File: src/rtl/sio_rx_pkg.sv
package sio_rx_pkg;

  localparam int BUS_W  = 8;
  localparam int ADDR_W = 3;

  localparam logic [ADDR_W-1:0] OFS_HOLD   = 3'd0;
  localparam logic [ADDR_W-1:0] OFS_ENABLE = 3'd1;
  localparam logic [ADDR_W-1:0] OFS_SETUP  = 3'd3;
  localparam logic [ADDR_W-1:0] OFS_STATUS = 3'd5;

  typedef enum logic [2:0] {
    FR_IDLE, FR_START, FR_DATA, FR_PAR, FR_STOP, FR_HOLD
  } fr_state_e;

  typedef struct packed {
    logic [1:0] len_sel;
    logic       two_stop;
    logic       par_en;
    logic       par_even;
    logic       par_stick;
  } frame_cfg_t;

  typedef struct packed {
    logic [BUS_W-1:0] data;
    logic             par_err;
    logic             frm_err;
  } rx_word_t;

  // number of data bits for a length code
  function automatic logic [3:0] data_bits(logic [1:0] sel);
    return 4'd5 + {2'b00, sel};
  endfunction

  // mask of the valid data bits for a length code
  function automatic logic [BUS_W-1:0] len_mask(logic [1:0] sel);
    return 8'hFF >> (3'd3 - {1'b0, sel});
  endfunction

  // parity bit the line must carry for this data and setup
  function automatic logic exp_parity(logic [BUS_W-1:0] data, frame_cfg_t cfg);
    logic ones;
    ones = ^(data & len_mask(cfg.len_sel));
    if (cfg.par_stick) return ~cfg.par_even;
    return cfg.par_even ? ones : ~ones;
  endfunction

endpackage

File: src/rtl/sio_rx_sampler.sv
module sio_rx_sampler #(
  parameter int CLKS_PER_TICK = 4
) (
  input  logic clk,
  input  logic rst_n,
  input  logic ser_in,
  output logic rx_s,
  output logic tick
);

  logic [1:0] sync_q;

  always_ff @(posedge clk or negedge rst_n) begin
    if (!rst_n) sync_q <= 2'b11;
    else        sync_q <= {sync_q[0], ser_in};
  end

  assign rx_s = sync_q[1];

  generate
    if (CLKS_PER_TICK <= 1) begin : g_every
      assign tick = 1'b1;
    end else begin : g_div
      localparam int CW = $clog2(CLKS_PER_TICK);
      localparam logic [CW-1:0] LAST = CW'(CLKS_PER_TICK - 1);
      logic [CW-1:0] cnt_q;

      always_ff @(posedge clk or negedge rst_n) begin
        if (!rst_n)             cnt_q <= '0;
        else if (cnt_q == LAST) cnt_q <= '0;
        else                    cnt_q <= cnt_q + CW'(1);
      end

      assign tick = (cnt_q == LAST);

      // ticks are spaced so the mid-bit sample point is well defined
      a_r5_tick_spacing: assert property (@(posedge clk) disable iff (!rst_n)
        tick |=> !tick);
    end
  endgenerate

endmodule

File: src/rtl/sio_rx_framer.sv
module sio_rx_framer
  import sio_rx_pkg::*;
#(
  parameter int OVERSAMPLE = 16
) (
  input  logic       clk,
  input  logic       rst_n,
  input  logic       tick,
  input  logic       rx_s,
  input  frame_cfg_t cfg,
  output logic       done,
  output rx_word_t   word
);

  localparam int PH_W = $clog2(OVERSAMPLE);
  localparam logic [PH_W-1:0] PH_LAST = PH_W'(OVERSAMPLE - 1);
  localparam logic [PH_W-1:0] PH_MID  = PH_W'(OVERSAMPLE / 2 - 1);

  fr_state_e        st_q;
  logic [PH_W-1:0]  ph_q;
  logic [2:0]       idx_q;
  logic [BUS_W-1:0] sh_q;
  logic             stop_cnt_q;
  logic             frm_q;
  logic             par_bit_q;
  logic             done_q;
  rx_word_t         word_q;

  // named events
  logic       bit_mid;
  logic       start_check;
  logic       start_confirm;
  logic       start_reject;
  logic       last_data;
  logic       stop_last;
  logic [3:0] nb_m1;

  assign bit_mid       = tick && (ph_q == PH_LAST);
  assign start_check   = (st_q == FR_START) && tick && (ph_q == PH_MID);
  assign start_confirm = start_check && !rx_s;
  assign start_reject  = start_check && rx_s;
  assign nb_m1         = data_bits(cfg.len_sel) - 4'd1;
  assign last_data     = (idx_q == nb_m1[2:0]);
  assign stop_last     = (stop_cnt_q == cfg.two_stop);

  always_ff @(posedge clk or negedge rst_n) begin
    if (!rst_n) begin
      st_q       <= FR_IDLE;
      ph_q       <= '0;
      idx_q      <= '0;
      sh_q       <= '0;
      stop_cnt_q <= 1'b0;
      frm_q      <= 1'b0;
      par_bit_q  <= 1'b0;
      done_q     <= 1'b0;
      word_q     <= '0;
    end else begin
      done_q <= 1'b0;
      case (st_q)
        FR_IDLE: begin
          if (tick && !rx_s) begin
            st_q <= FR_START;
            ph_q <= '0;
          end
        end
        FR_START: begin
          if (start_reject) begin
            st_q <= FR_IDLE;
          end else if (start_confirm) begin
            st_q  <= FR_DATA;
            ph_q  <= '0;
            idx_q <= '0;
            sh_q  <= '0;
            frm_q <= 1'b0;
          end else if (tick) begin
            ph_q <= ph_q + PH_W'(1);
          end
        end
        FR_DATA: begin
          if (bit_mid) begin
            sh_q[idx_q] <= rx_s;
            ph_q        <= '0;
            if (last_data) begin
              st_q       <= cfg.par_en ? FR_PAR : FR_STOP;
              stop_cnt_q <= 1'b0;
            end else begin
              idx_q <= idx_q + 3'd1;
            end
          end else if (tick) begin
            ph_q <= ph_q + PH_W'(1);
          end
        end
        FR_PAR: begin
          if (bit_mid) begin
            par_bit_q  <= rx_s;
            ph_q       <= '0;
            stop_cnt_q <= 1'b0;
            st_q       <= FR_STOP;
          end else if (tick) begin
            ph_q <= ph_q + PH_W'(1);
          end
        end
        FR_STOP: begin
          if (bit_mid) begin
            ph_q <= '0;
            if (stop_last) begin
              done_q         <= 1'b1;
              word_q.data    <= sh_q;
              word_q.par_err <= cfg.par_en && (par_bit_q != exp_parity(sh_q, cfg));
              word_q.frm_err <= frm_q || !rx_s;
              st_q           <= rx_s ? FR_IDLE : FR_HOLD;
            end else begin
              stop_cnt_q <= 1'b1;
              frm_q      <= frm_q || !rx_s;
            end
          end else if (tick) begin
            ph_q <= ph_q + PH_W'(1);
          end
        end
        FR_HOLD: begin
          if (rx_s) st_q <= FR_IDLE;
        end
        default: st_q <= FR_IDLE;
      endcase
    end
  end

  assign done = done_q;
  assign word = word_q;

  // a start that is high again at mid-bit never yields data collection
  a_r5_glitch_dropped: assert property (@(posedge clk) disable iff (!rst_n)
    start_reject |=> (st_q == FR_IDLE) && !done);

  // a low final stop bit is reported as a framing error
  a_r4_low_stop_flags: assert property (@(posedge clk) disable iff (!rst_n)
    (st_q == FR_STOP) && bit_mid && stop_last && !rx_s |=> done && word.frm_err);

  // after a low final stop the receiver stays parked until the line rises
  a_r4_hold_low: assert property (@(posedge clk) disable iff (!rst_n)
    (st_q == FR_HOLD) && !rx_s |=> (st_q == FR_HOLD));

  // a 7-bit character never carries a set bit 7
  a_r1_short_upper_zero: assert property (@(posedge clk) disable iff (!rst_n)
    (st_q == FR_STOP) && bit_mid && stop_last && (cfg.len_sel == 2'b10)
      |=> !word.data[7]);

endmodule

File: src/rtl/sio_rx_regs.sv
module sio_rx_regs
  import sio_rx_pkg::*;
(
  input  logic              clk,
  input  logic              rst_n,
  input  logic              bus_cs,
  input  logic              bus_as_n,
  input  logic              bus_rd_n,
  input  logic              bus_wr_n,
  input  logic [ADDR_W-1:0] bus_addr,
  input  logic [BUS_W-1:0]  bus_wdata,
  output logic [BUS_W-1:0]  bus_rdata,
  input  logic              char_done,
  input  rx_word_t          char_in,
  output frame_cfg_t        cfg,
  output logic              irq
);

  logic [ADDR_W-1:0] addr_q;
  logic              rd_n_q;
  logic [3:0]        ier_q;
  logic [BUS_W-1:0]  lcr_q;
  logic [BUS_W-1:0]  rbr_q;
  logic              dr_q, ovr_q, pe_q, fe_q;
  logic [BUS_W-1:0]  rdata_q;
  logic [BUS_W-1:0]  status_val;
  logic [BUS_W-1:0]  rd_mux;

  // named bus events
  logic rd_evt, wr_evt, rd_hold, rd_status, wr_enable, wr_setup;

  assign rd_evt    = bus_cs && !bus_rd_n && rd_n_q;
  assign wr_evt    = bus_cs && !bus_wr_n;
  assign rd_hold   = rd_evt && (addr_q == OFS_HOLD);
  assign rd_status = rd_evt && (addr_q == OFS_STATUS);
  assign wr_enable = wr_evt && (addr_q == OFS_ENABLE);
  assign wr_setup  = wr_evt && (addr_q == OFS_SETUP);

  assign status_val = {1'b0, 1'b1, 1'b1, fe_q, 1'b0, pe_q, ovr_q, dr_q};

  always_comb begin
    case (addr_q)
      OFS_HOLD:   rd_mux = rbr_q;
      OFS_ENABLE: rd_mux = {4'h0, ier_q};
      OFS_SETUP:  rd_mux = lcr_q;
      OFS_STATUS: rd_mux = status_val;
      default:    rd_mux = '0;
    endcase
  end

  always_ff @(posedge clk or negedge rst_n) begin
    if (!rst_n) begin
      addr_q  <= '0;
      rd_n_q  <= 1'b1;
      ier_q   <= 4'h0;
      lcr_q   <= 8'h03;
      rbr_q   <= '0;
      dr_q    <= 1'b0;
      ovr_q   <= 1'b0;
      pe_q    <= 1'b0;
      fe_q    <= 1'b0;
      rdata_q <= '0;
    end else begin
      rd_n_q <= bus_rd_n;
      if (bus_cs && !bus_as_n) addr_q <= bus_addr;
      if (wr_enable) ier_q <= bus_wdata[3:0];
      if (wr_setup)  lcr_q <= bus_wdata;
      if (rd_evt)    rdata_q <= rd_mux;
      if (char_done) rbr_q <= char_in.data;
      if (char_done)    dr_q <= 1'b1;
      else if (rd_hold) dr_q <= 1'b0;
      ovr_q <= (ovr_q && !rd_status) || (char_done && dr_q && !rd_hold);
      pe_q  <= (pe_q  && !rd_status) || (char_done && char_in.par_err);
      fe_q  <= (fe_q  && !rd_status) || (char_done && char_in.frm_err);
    end
  end

  assign cfg.len_sel   = lcr_q[1:0];
  assign cfg.two_stop  = lcr_q[2];
  assign cfg.par_en    = lcr_q[3];
  assign cfg.par_even  = lcr_q[4];
  assign cfg.par_stick = lcr_q[5];

  assign bus_rdata = rdata_q;
  assign irq       = ier_q[0] && dr_q;

  // reading the holding register clears ready unless a new character lands
  a_r8_hold_read_clears: assert property (@(posedge clk) disable iff (!rst_n)
    rd_hold && !char_done |=> !dr_q && !irq);

  // a status read keeps the ready flag and the interrupt
  a_r7_status_keeps_ready: assert property (@(posedge clk) disable iff (!rst_n)
    rd_status && dr_q |=> dr_q && (irq == $past(irq)));

  // a status read clears the sticky error bits
  a_r7_status_clears_errors: assert property (@(posedge clk) disable iff (!rst_n)
    rd_status && !char_done |=> !ovr_q && !pe_q && !fe_q);

  // a character over an unread one flags overrun
  a_r10_overrun_flag: assert property (@(posedge clk) disable iff (!rst_n)
    char_done && dr_q && !rd_hold |=> ovr_q);

  // read data only moves on a read event
  a_r12_rdata_held: assert property (@(posedge clk) disable iff (!rst_n)
    !rd_evt |=> $stable(bus_rdata));

endmodule

File: src/rtl/sio_receiver.sv
module sio_receiver
  import sio_rx_pkg::*;
#(
  parameter int CLKS_PER_TICK = 4,
  parameter int OVERSAMPLE    = 16
) (
  input  logic              clk,
  input  logic              rst_n,
  input  logic              bus_cs,
  input  logic              bus_as_n,
  input  logic              bus_rd_n,
  input  logic              bus_wr_n,
  input  logic [ADDR_W-1:0] bus_addr,
  input  logic [BUS_W-1:0]  bus_wdata,
  output logic [BUS_W-1:0]  bus_rdata,
  input  logic              ser_in,
  output logic              irq
);

  logic       rx_s;
  logic       tick;
  logic       char_done;
  rx_word_t   char_word;
  frame_cfg_t cfg;

  sio_rx_sampler #(.CLKS_PER_TICK(CLKS_PER_TICK)) u_sampler (
    .clk    (clk),
    .rst_n  (rst_n),
    .ser_in (ser_in),
    .rx_s   (rx_s),
    .tick   (tick)
  );

  sio_rx_framer #(.OVERSAMPLE(OVERSAMPLE)) u_framer (
    .clk   (clk),
    .rst_n (rst_n),
    .tick  (tick),
    .rx_s  (rx_s),
    .cfg   (cfg),
    .done  (char_done),
    .word  (char_word)
  );

  sio_rx_regs u_regs (
    .clk       (clk),
    .rst_n     (rst_n),
    .bus_cs    (bus_cs),
    .bus_as_n  (bus_as_n),
    .bus_rd_n  (bus_rd_n),
    .bus_wr_n  (bus_wr_n),
    .bus_addr  (bus_addr),
    .bus_wdata (bus_wdata),
    .bus_rdata (bus_rdata),
    .char_done (char_done),
    .char_in   (char_word),
    .cfg       (cfg),
    .irq       (irq)
  );

endmodule

File: config.mk
export PLATFORM = sky130hd
export DESIGN_NAME = sio_receiver
export DESIGN_NICKNAME = d
export VERILOG_FILES = /design/src/rtl/sio_rx_pkg.sv /design/src/rtl/sio_rx_sampler.sv /design/src/rtl/sio_rx_framer.sv /design/src/rtl/sio_rx_regs.sv /design/src/rtl/sio_receiver.sv
export SDC_FILE = /design/constraint.sdc
export NUM_CORES = 1
export LEC_CHECK = 0
export ABC_AREA = 1
export CAP_MARGIN = 20
export CELL_PAD_IN_SITES_DETAIL_PLACEMENT = 0
export CELL_PAD_IN_SITES_GLOBAL_PLACEMENT = 1
export CORE_UTILIZATION = 47
export DETAILED_ROUTE_END_ITERATION = 16
export PLACE_DENSITY = 0.93
export SYNTH_ARGS = -nofsm -noshare
export SYNTH_HDL_FRONTEND = slang
export SYNTH_SLANG_ARGS = --single-unit
File: constraint.sdc
create_clock -name clk -period 5.2 [get_ports clk]
set_clock_uncertainty 0.2 [all_clocks]
set_input_delay 1.56 -clock clk [delete_from_list [all_inputs] [get_ports clk]]
set_output_delay 1.56 -clock clk [all_outputs]
set_load 0.03 [all_outputs]
Word-level counts from Yosys, hierarchy flattened
Cells that the tools add are included.

word-level totals
  input bits = 18
  word-level logic and storage cells = 170
  register bits = 72

operators by class
  shift-type cells = 1
  reductions and logical operators = 51
  multiplexer cells = 58
  order comparisons = 2
  bitwise gates (word level) = 3
  equality and inequality tests = 26
  add/subtract/negate cells = 6

operators by type and width
  cell                 count
  $mux 3               15
  $pmux 8 s4           1
  $mux 1               25
  $logic_and 1x1->1    24
  $mux 8               3
  $mux 4               5
  $pmux 3 s6           1
  $pmux 8 s2           1
  $ne 2x1->1 const B   7
  $pmux 4 s3           1
  $reduce_and 5->1     2
  $eq 3x2->1 const B   3
  $eq 3x3->1 const B   3
  $and 8x8->8          1
  $bwmux 8             1
  $ne 2x2->1 const B   4
  $reduce_and 8->1     1
  $reduce_xor 8->1     1
  $shr 8x3->8 const A  1
  $eq 3x1->1 const B   2
  $logic_not 1->1      6
  $logic_not 3->1      2
  $pmux 3 s2           1
  $reduce_and 3->1     2
  other kinds (27)     34

Longest topological paths before layout
Gate-level depths: netlist of the first run.

  word-level depth = 12
  mapped depth = 12
  depth with buffers taken out = 12

Modules after synthesis
From an unflattened synthesis of the first run, not the netlist that was laid out.

unflattened totals
  cells, all modules = 457
  area total of the unflattened synthesis = 3,758.6 sq um

modules (own cells, without submodules)
  module          area each (sq um)  cells each  times used
  sio_rx_framer   1,858.0            251         1
  sio_rx_regs     1,781.7            200         1
  sio_rx_sampler  118.9              6           1

Least setup slack after synthesis of the first run
OpenSTA, ideal clock, no wires.

  path type = input to register
  start point = input port bus_cs
  end point = register u_regs.rdata_q[1], in the netlist u_regs.bus_rdata[1]
  path buffers = 1
  data required time = 4.864 ns
  path slack = 2.630 ns
  arrival = 2.234 ns
  cell stages on the path = 6
  library setup time = 0.136 ns
  cell sequence = nand2_1 > nor2_1 > inv_1 > clkbuf_1 > nand2_1 > o21ai_0

on the way
  longest elaborated chain between the ends = 2

RTL lines
  item                            line               source
  from (decl)                     sio_receiver.sv:9  input logic bus_cs,
  $logic_and 1x1->1 (2 in a row)  sio_rx_regs.sv:32  assign rd_evt = bus_cs && !bus_rd_n && rd_n_q;
  to (signal assigned)            sio_rx_regs.sv:68  if (rd_evt) rdata_q <= rd_mux;
  to (decl)                       sio_rx_regs.sv:25  logic [BUS_W-1:0] rdata_q;

Every way passes these cells.
A chain may end at the register's enable or synchronous reset.

Final worst setup path of the first run
  start point = register u_regs.ier_q[0]
  end point = output port irq

on the way
  longest elaborated chain between the ends = 1

RTL lines
  item                    line                source
  from (decl)             sio_rx_regs.sv:21   logic [3:0] ier_q;
  from (signal assigned)  sio_rx_regs.sv:66   if (wr_enable) ier_q <= bus_wdata[3:0];
  $logic_and 1x1->1       sio_rx_regs.sv:85   assign irq = ier_q[0] && dr_q;
  to (decl)               sio_receiver.sv:17  output logic irq

Every way passes these cells.

==> results of run 1 <==
-- power by group through the flow --
stage	Sequential, µW	Combinational [µW]	Clock, µW
floorplan	745	376	0
global placement	764	499	0
detailed placement	767	513	0
CTS	757	516	429
global route	771	582	458
finish	757	513	420
-- final cells by class --
cell class	count	area (µm²)
clock inverter	7	61.3
fill	695	3200
tap	99	124
timing repair buffer	28	270
multi-input combinational	286	1500
sequential	72	1810
clock buffer	9	124
inverter	54	203
-- routing by layer --
metal | global-route usage | vias to the layer above | share of wire | wire length [µm]
li1 | - | 1426 | - | -
met1 | 0.282 | 1319 | 0.48 | 3540
met2 | 0.349 | 51 | 0.46 | 3400
met3 | 0.0425 | 15 | 0.035 | 257
met4 | 0.0982 | 0 | 0.027 | 201
met5 | 0 | - | 0 | 0
-- cells in the final DEF (no fill, tap or decap), drive strengths merged --
| master | count |
|---|---|
| o21bai | 1 |
| o21a | 1 |
| a221oi | 4 |
| ha | 3 |
| a22oi | 1 |
| nor3 | 8 |
| a21oi | 9 |
| a211oi | 2 |
| dfrtp | 67 |
| o2111ai | 3 |
| a32oi | 1 |
| o31ai | 3 |
| clkinv | 1 |
| nand2 | 136 |
| nor2 | 28 |
| clkinvlp | 2 |
| clkdlybuf4s50 | 25 |
| mux2 | 4 |
| xnor2 | 5 |
| clkbuf | 9 |
| nand3 | 14 |
| xor2 | 3 |
| nand4 | 3 |
| o21ai | 54 |
| dfstp | 5 |
| nor3b | 1 |
| o211ai | 1 |
| buf | 3 |
| or2 | 1 |
| inv | 58 |
-- flip-flops by register name (all words and copies together), names as in the netlist, 2 cells and up --
register               count
u_regs.addr_q              3
u_sampler.g_div.cnt_q      2
u_regs.ier_q               4
u_framer.word             10
u_regs.rbr_q               8
u_regs.bus_rdata           8
u_regs.lcr_q               8
u_framer.sh_q              8
u_sampler.sync_q           2
u_framer.ph_q              4
u_framer.st_q              3
u_framer.idx_q             3
-- critical path: cells and delay by family (launching register included) --
kind	cells	cell delay, ns
buf+inv	2	0.71
flops	1	0.42
simple gates	1	0.08
-- worst max-delay path by stage --
stage / startpoint / to / slack [ns]
floorplan: bus_cs / u_regs.bus_rdata[1] / 2.63
global placement: bus_cs / u_regs.ovr_q / 1.95
detailed placement: bus_cs / u_regs.ovr_q / 1.89
CTS: u_regs.ier_q[0] / irq / 1.87
finish: u_regs.ier_q[0] / irq / 1.87
global route: u_regs.ier_q[0] / irq / 1.80
-- metrics by stage --
step	cell area, µm²	hold WS (ns)	instances	total power, µW	setup WS (ns)
6_report	4090	0.159	555	1690	1.87
5_1_grt	4090	0.161	555	1810	1.80
4_1_cts	4090	0.160	555	1700	1.87
3_5_place_dp	3900	0.148	539	1280	1.89
3_3_place_gp	3900	0.147	539	1260	1.95
2_1_floorplan	3550	0.145	421	1120	2.63
-- logic make-up (layout without fill, tap and decap cells) --
group,count (synthesis),count (layout)
buffers and inverters,63,98
XOR/XNOR,8,8
AND/OR/NAND/NOR,191,191
flip-flops,72,72
adder cells (fa/ha/maj),3,3
multiplexers,4,4
AO/OA/AOI/OAI,80,80
==> results.py, run 1 <==
metrics = {
    "global_route": {
        "antenna_found_initial": 0,
        "grt_overflow": 0,
        "grt_pass1_wl_um": 12700,
        "grt_max_degree": 35,
        "grt_util_all_layers": 0.216,
        "first_global_vias": 2734,
    },
    "synth": {
        "avgSynthCellArea_um2": 8.43,
        "ys_seq_area_frac": 0.510,
        "synthSimpleGateAreaFrac": 0.242,
        "yosysTopAreaCellShare": 0.472,
        "synth_cell_types": 42,
        "synth-seq-cells": 72,
        "synth_most_common_cell": "nand2_1",
        "synth_fa_ha_area_frac": 0.0106,
        "synth_edf_count": 0,
        "synth-compound-area-share": 0.137,
        "synthXorXnorAreaFrac": 0.0197,
        "syn-cell-area_mm2": 0.00355,
        "synthArstFlopShare": 1.00,
        "synth_area_leaders": "dfrtp_1 47%, nand2_1 14%, o21ai_0 6.9%",
        "yosys_warnings": 0,
        "synth_ff_type": "dfrtp_1",
        "syn-num-nets": 442,
        "syn_inst": 421,
        "synth_top_cells_by_count": "131 x nand2_1, 67 x dfrtp_1, 49 x o21ai_0",
        "synth_top_family_by_area": "simple AND/OR/NAND/NOR gates",
        "synth_top_area_cell": "dfrtp_1",
        "synthMuxAreaShare": 0.0127,
    },
    "clock_tree": {
        "root_buffer": "clkbuf_8",
        "h-tree-depth": 3,
        "cts_tree": "yes",
        "numCtsBuffers": 9,
        "hold_buffers": 0,
        "clkTransAtPathRegs_ns": 0.09,
        "cts_setup_buffers": 0,
        "clock_latency_ns": 0.36,
        "ctsResizeCount": 0,
        "cts_buffer_depth": 2,
        "clock-sinks": 72,
    },
    "place": {
        "place_congestion": 0.854,
        "dp_hpwl_um": 5550,
        "portBuffers": 26,
    },
    "power_and_ir_drop": {
        "p_clk_frac": 0.249,
        "p_leak_uw": 0.00190,
        "p_sw_frac": 0.392,
        "pwr_density_cell_mw_per_mm2": 414,
        "peakVddDrop_mv": 0.220,
        "p_sw_uw": 662,
        "combPwrFrac": 0.303,
        "intPower_uw": 1030,
        "p_seq_frac": 0.448,
    },
    "sta": {
        "layout_min_cycle_time_ns": 3.33,
        "max_slew_margin": 0.482,
        "rsz0062_at_grt": "false",
        "setup_tns_ns": 0,
        "hold_viol": 0,
        "finalCritPeriodShare": 0.639,
        "slew_violations": 0,
        "setup_viol": 0,
        "max_freq_ghz": 0.301,
        "tightest_slew_ns": 0.777,
    },
    "worst_setup_path": {
        "reg2reg_setup_slack_ns": 3.15,
        "end_kind": "primary output",
        "r2r-start": "u_sampler.g_div.cnt_q[0]",
        "required_ns": 3.44,
        "cp.arrival_ns": 1.57,
        "max_stage_delay_ns": 0.66,
        "cp_slowest_cell": "clkdlybuf4s50_1",
        "crit_fanout": 3,
        "crit_type": "register to primary output",
        "critPathLaunchType": "register",
        "worstRegToRegCells": 7,
        "r2r-end": "u_framer.sh_q[5]",
        "crit_chain": "nand2_1 > inv_1 > clkdlybuf4s50_1",
    },
    "min_path": {
        "min_from": "u_sampler.sync_q[0]",
        "whs_path_depth": 0,
        "hold_class": "register to register",
        "min_to": "u_sampler.sync_q[1]",
    },
    "routing": {
        "route.detailed.drc": 0,
        "vias": 2811,
        "ant_nets": 0,
        "routed_wl_um": 7400,
        "wire_per_inst_um": 13.3,
        "first_pass_iters": 4,
        "avgViaCountPerCell": 5.06,
        "drt-initial-drc-count": 128,
    },
    "die": {
        "initial_core_util": 0.487,
        "die_h_um": 88.9,
        "die-area_mm2": 0.00790,
        "die_x_um": 88.9,
        "num_io_pins": 27,
        "core_mm2": 0.00729,
        "placement_rows": 31,
    },
    "final_layout": {
        "syn2layout_area_growth_pct": 15.2,
        "num_antenna_cells": 0,
        "nets": 472,
        "finalCoreUtilization": 0.561,
        "drive_gt1_frac": 0.138,
    },
    "run": {
        "maxCapViolations": 0,
    },
    "status": {
        "status": "finished clean",
    },
}
No activity file was read; power rests on OpenSTA's default activity.
==> run 2: changes to the inputs <==
Settings changed: CORE_UTILIZATION 47 to 44, PLACE_DENSITY 0.93 to 0.88.
Clock period 5.2 ns to 3.3 ns, I/O delays scaled along.
==> results.py, run 2 (synthesis results as in run 1) <==
metrics = {
    "place": {
        "dp_cells": 541,
        "place_congestion": 0.856,
        "portBuffers": 26,
        "dp_hpwl_um": 5310,
    },
    "routing": {
        "avgViaCountPerCell": 5.02,
        "drt-initial-drc-count": 195,
        "routed_wl_um": 7340,
        "vias": 2795,
        "first_pass_iters": 4,
        "route.detailed.drc": 0,
        "ant_nets": 0,
        "wire_per_inst_um": 13.2,
    },
    "global_route": {
        "grt_pass1_wl_um": 12700,
        "antenna_found_initial": 0,
        "grt_overflow": 0,
        "grt_max_degree": 73,
        "first_global_vias": 2736,
        "grt_util_all_layers": 0.195,
    },
    "sta": {
        "rsz0062_at_grt": "false",
        "tightest_slew_ns": 0.589,
        "hold_viol": 0,
        "slew_violations": 0,
        "layout_min_cycle_time_ns": 2.74,
        "max_slew_margin": 0.605,
        "setup_tns_ns": 0,
        "max_freq_ghz": 0.365,
        "finalCritPeriodShare": 0.829,
        "setup_viol": 0,
    },
    "worst_setup_path": {
        "crit_fanout": 3,
        "critPathLaunchType": "register",
        "worstRegToRegCells": 3,
        "end_kind": "primary output",
        "cp_slowest_cell": "clkdlybuf4s50_1",
        "cp.arrival_ns": 1.55,
        "max_stage_delay_ns": 0.65,
        "r2r-end": "u_regs.lcr_q[4]",
        "reg2reg_setup_slack_ns": 1.23,
        "crit_type": "register to primary output",
        "r2r-start": "u_regs.addr_q[2]",
        "crit_chain": "nand2_1 > inv_1 > clkdlybuf4s50_1",
        "required_ns": 2.11,
    },
    "die": {
        "placement_rows": 32,
        "die_h_um": 91.8,
        "num_io_pins": 27,
        "die-area_mm2": 0.00843,
        "die_x_um": 91.8,
        "core_mm2": 0.00777,
        "initial_core_util": 0.457,
    },
    "power_and_ir_drop": {
        "pwr_density_cell_mw_per_mm2": 649,
        "peakVddDrop_mv": 0.317,
        "p_leak_uw": 0.00190,
    },
    "clock_tree": {
        "numCtsBuffers": 9,
        "h-tree-depth": 3,
        "cts_tree": "yes",
        "clock_latency_ns": 0.36,
        "cts_buffer_depth": 2,
        "clock-sinks": 72,
        "root_buffer": "clkbuf_8",
        "cts_setup_buffers": 0,
        "hold_buffers": 0,
        "clkTransAtPathRegs_ns": 0.09,
        "ctsResizeCount": 0,
    },
    "final_layout": {
        "finalNonFillerCells": 557,
        "largest_reg_flops": 10,
        "nets": 471,
        "num_antenna_cells": 0,
        "drive_gt1_frac": 0.136,
        "most-common-layout-cells": "131 x nand2_1, 67 x dfrtp_1, 49 x o21ai_0",
        "final_common_cell": "nand2_1",
        "syn2layout_area_growth_pct": 15.4,
    },
    "min_path": {
        "min_to": "u_sampler.sync_q[1]",
        "hold_class": "register to register",
        "whs_path_depth": 0,
        "min_from": "u_sampler.sync_q[0]",
    },
    "status": {
        "status": "finished clean",
    },
    "run": {
        "maxCapViolations": 0,
    },
}
## run 2: changes by cell type in the layout (fill, tap and decap cells not counted), sizes merged
cell / before / now
buf: 3 / 2
## run 2: how the worst max path moves through the flow
stage / startpoint / end / slack, ns / depth (start not counted)
2_1_floorplan: bus_cs / u_regs.bus_rdata[1] / 1.30 / 6
3_3_place_gp: bus_cs / u_regs.ovr_q / 0.64 / 6
3_5_place_dp: bus_cs / u_regs.ovr_q / 0.57 / 6
4_1_cts: u_regs.ier_q[0] / irq / 0.56 / 3
5_1_grt: u_regs.ier_q[0] / irq / 0.50 / 3
6_report: u_regs.ier_q[0] / irq / 0.56 / 3
## run 2: worst max-delay path, delay by kind of cell, from the launching register on
family                 cells  cell delay (ns)
buffers and inverters      2             0.70
flip-flops                 1             0.40
AND/OR/NAND/NOR            1             0.08
## run 2: metal layers
metal | global-route usage | up-vias | part of all wire
met1 | 0.273 | 1311 | 0.49
met3 | 0.0365 | 6 | 0.038
li1 | - | 1419 | -
met2 | 0.298 | 59 | 0.47
met5 | 0 | - | 0
met4 | 0.0794 | 0 | 0.011
## run 2: power by group
group	internal, µW	leakage (µW)	switching, µW	total, µW
clock network	287	0.0000888	377	663
logic	304	0.000869	508	812
registers	1030	0.000940	153	1180
## run 2: layout make-up
class                           count  area (µm²)
Fill cell                         750        3670
Inverter                           54         203
Clock buffer                        9         124
Sequential cell                    72        1810
Clock inverter                      7        61.3
Tap cell                          102         128
Timing Repair Buffer               27         275
Multi-Input combinational cell    286        1500
## run 2: through the flow
stage | cell area [µm²] | utilization | setup slack, ns | power [µW] | hold WS, ns
6_report | 4100 | 0.527 | 0.564 | 2660 | 0.161
5_1_grt | 4100 | 0.527 | 0.504 | 2840 | 0.171
4_1_cts | 4100 | 0.527 | 0.564 | 2670 | 0.161
3_5_place_dp | 3910 | 0.504 | 0.573 | 2010 | 0.149
3_3_place_gp | 3910 | 0.504 | 0.640 | 1980 | 0.147
2_1_floorplan | 3550 | - | 1.30 | 1770 | 0.145
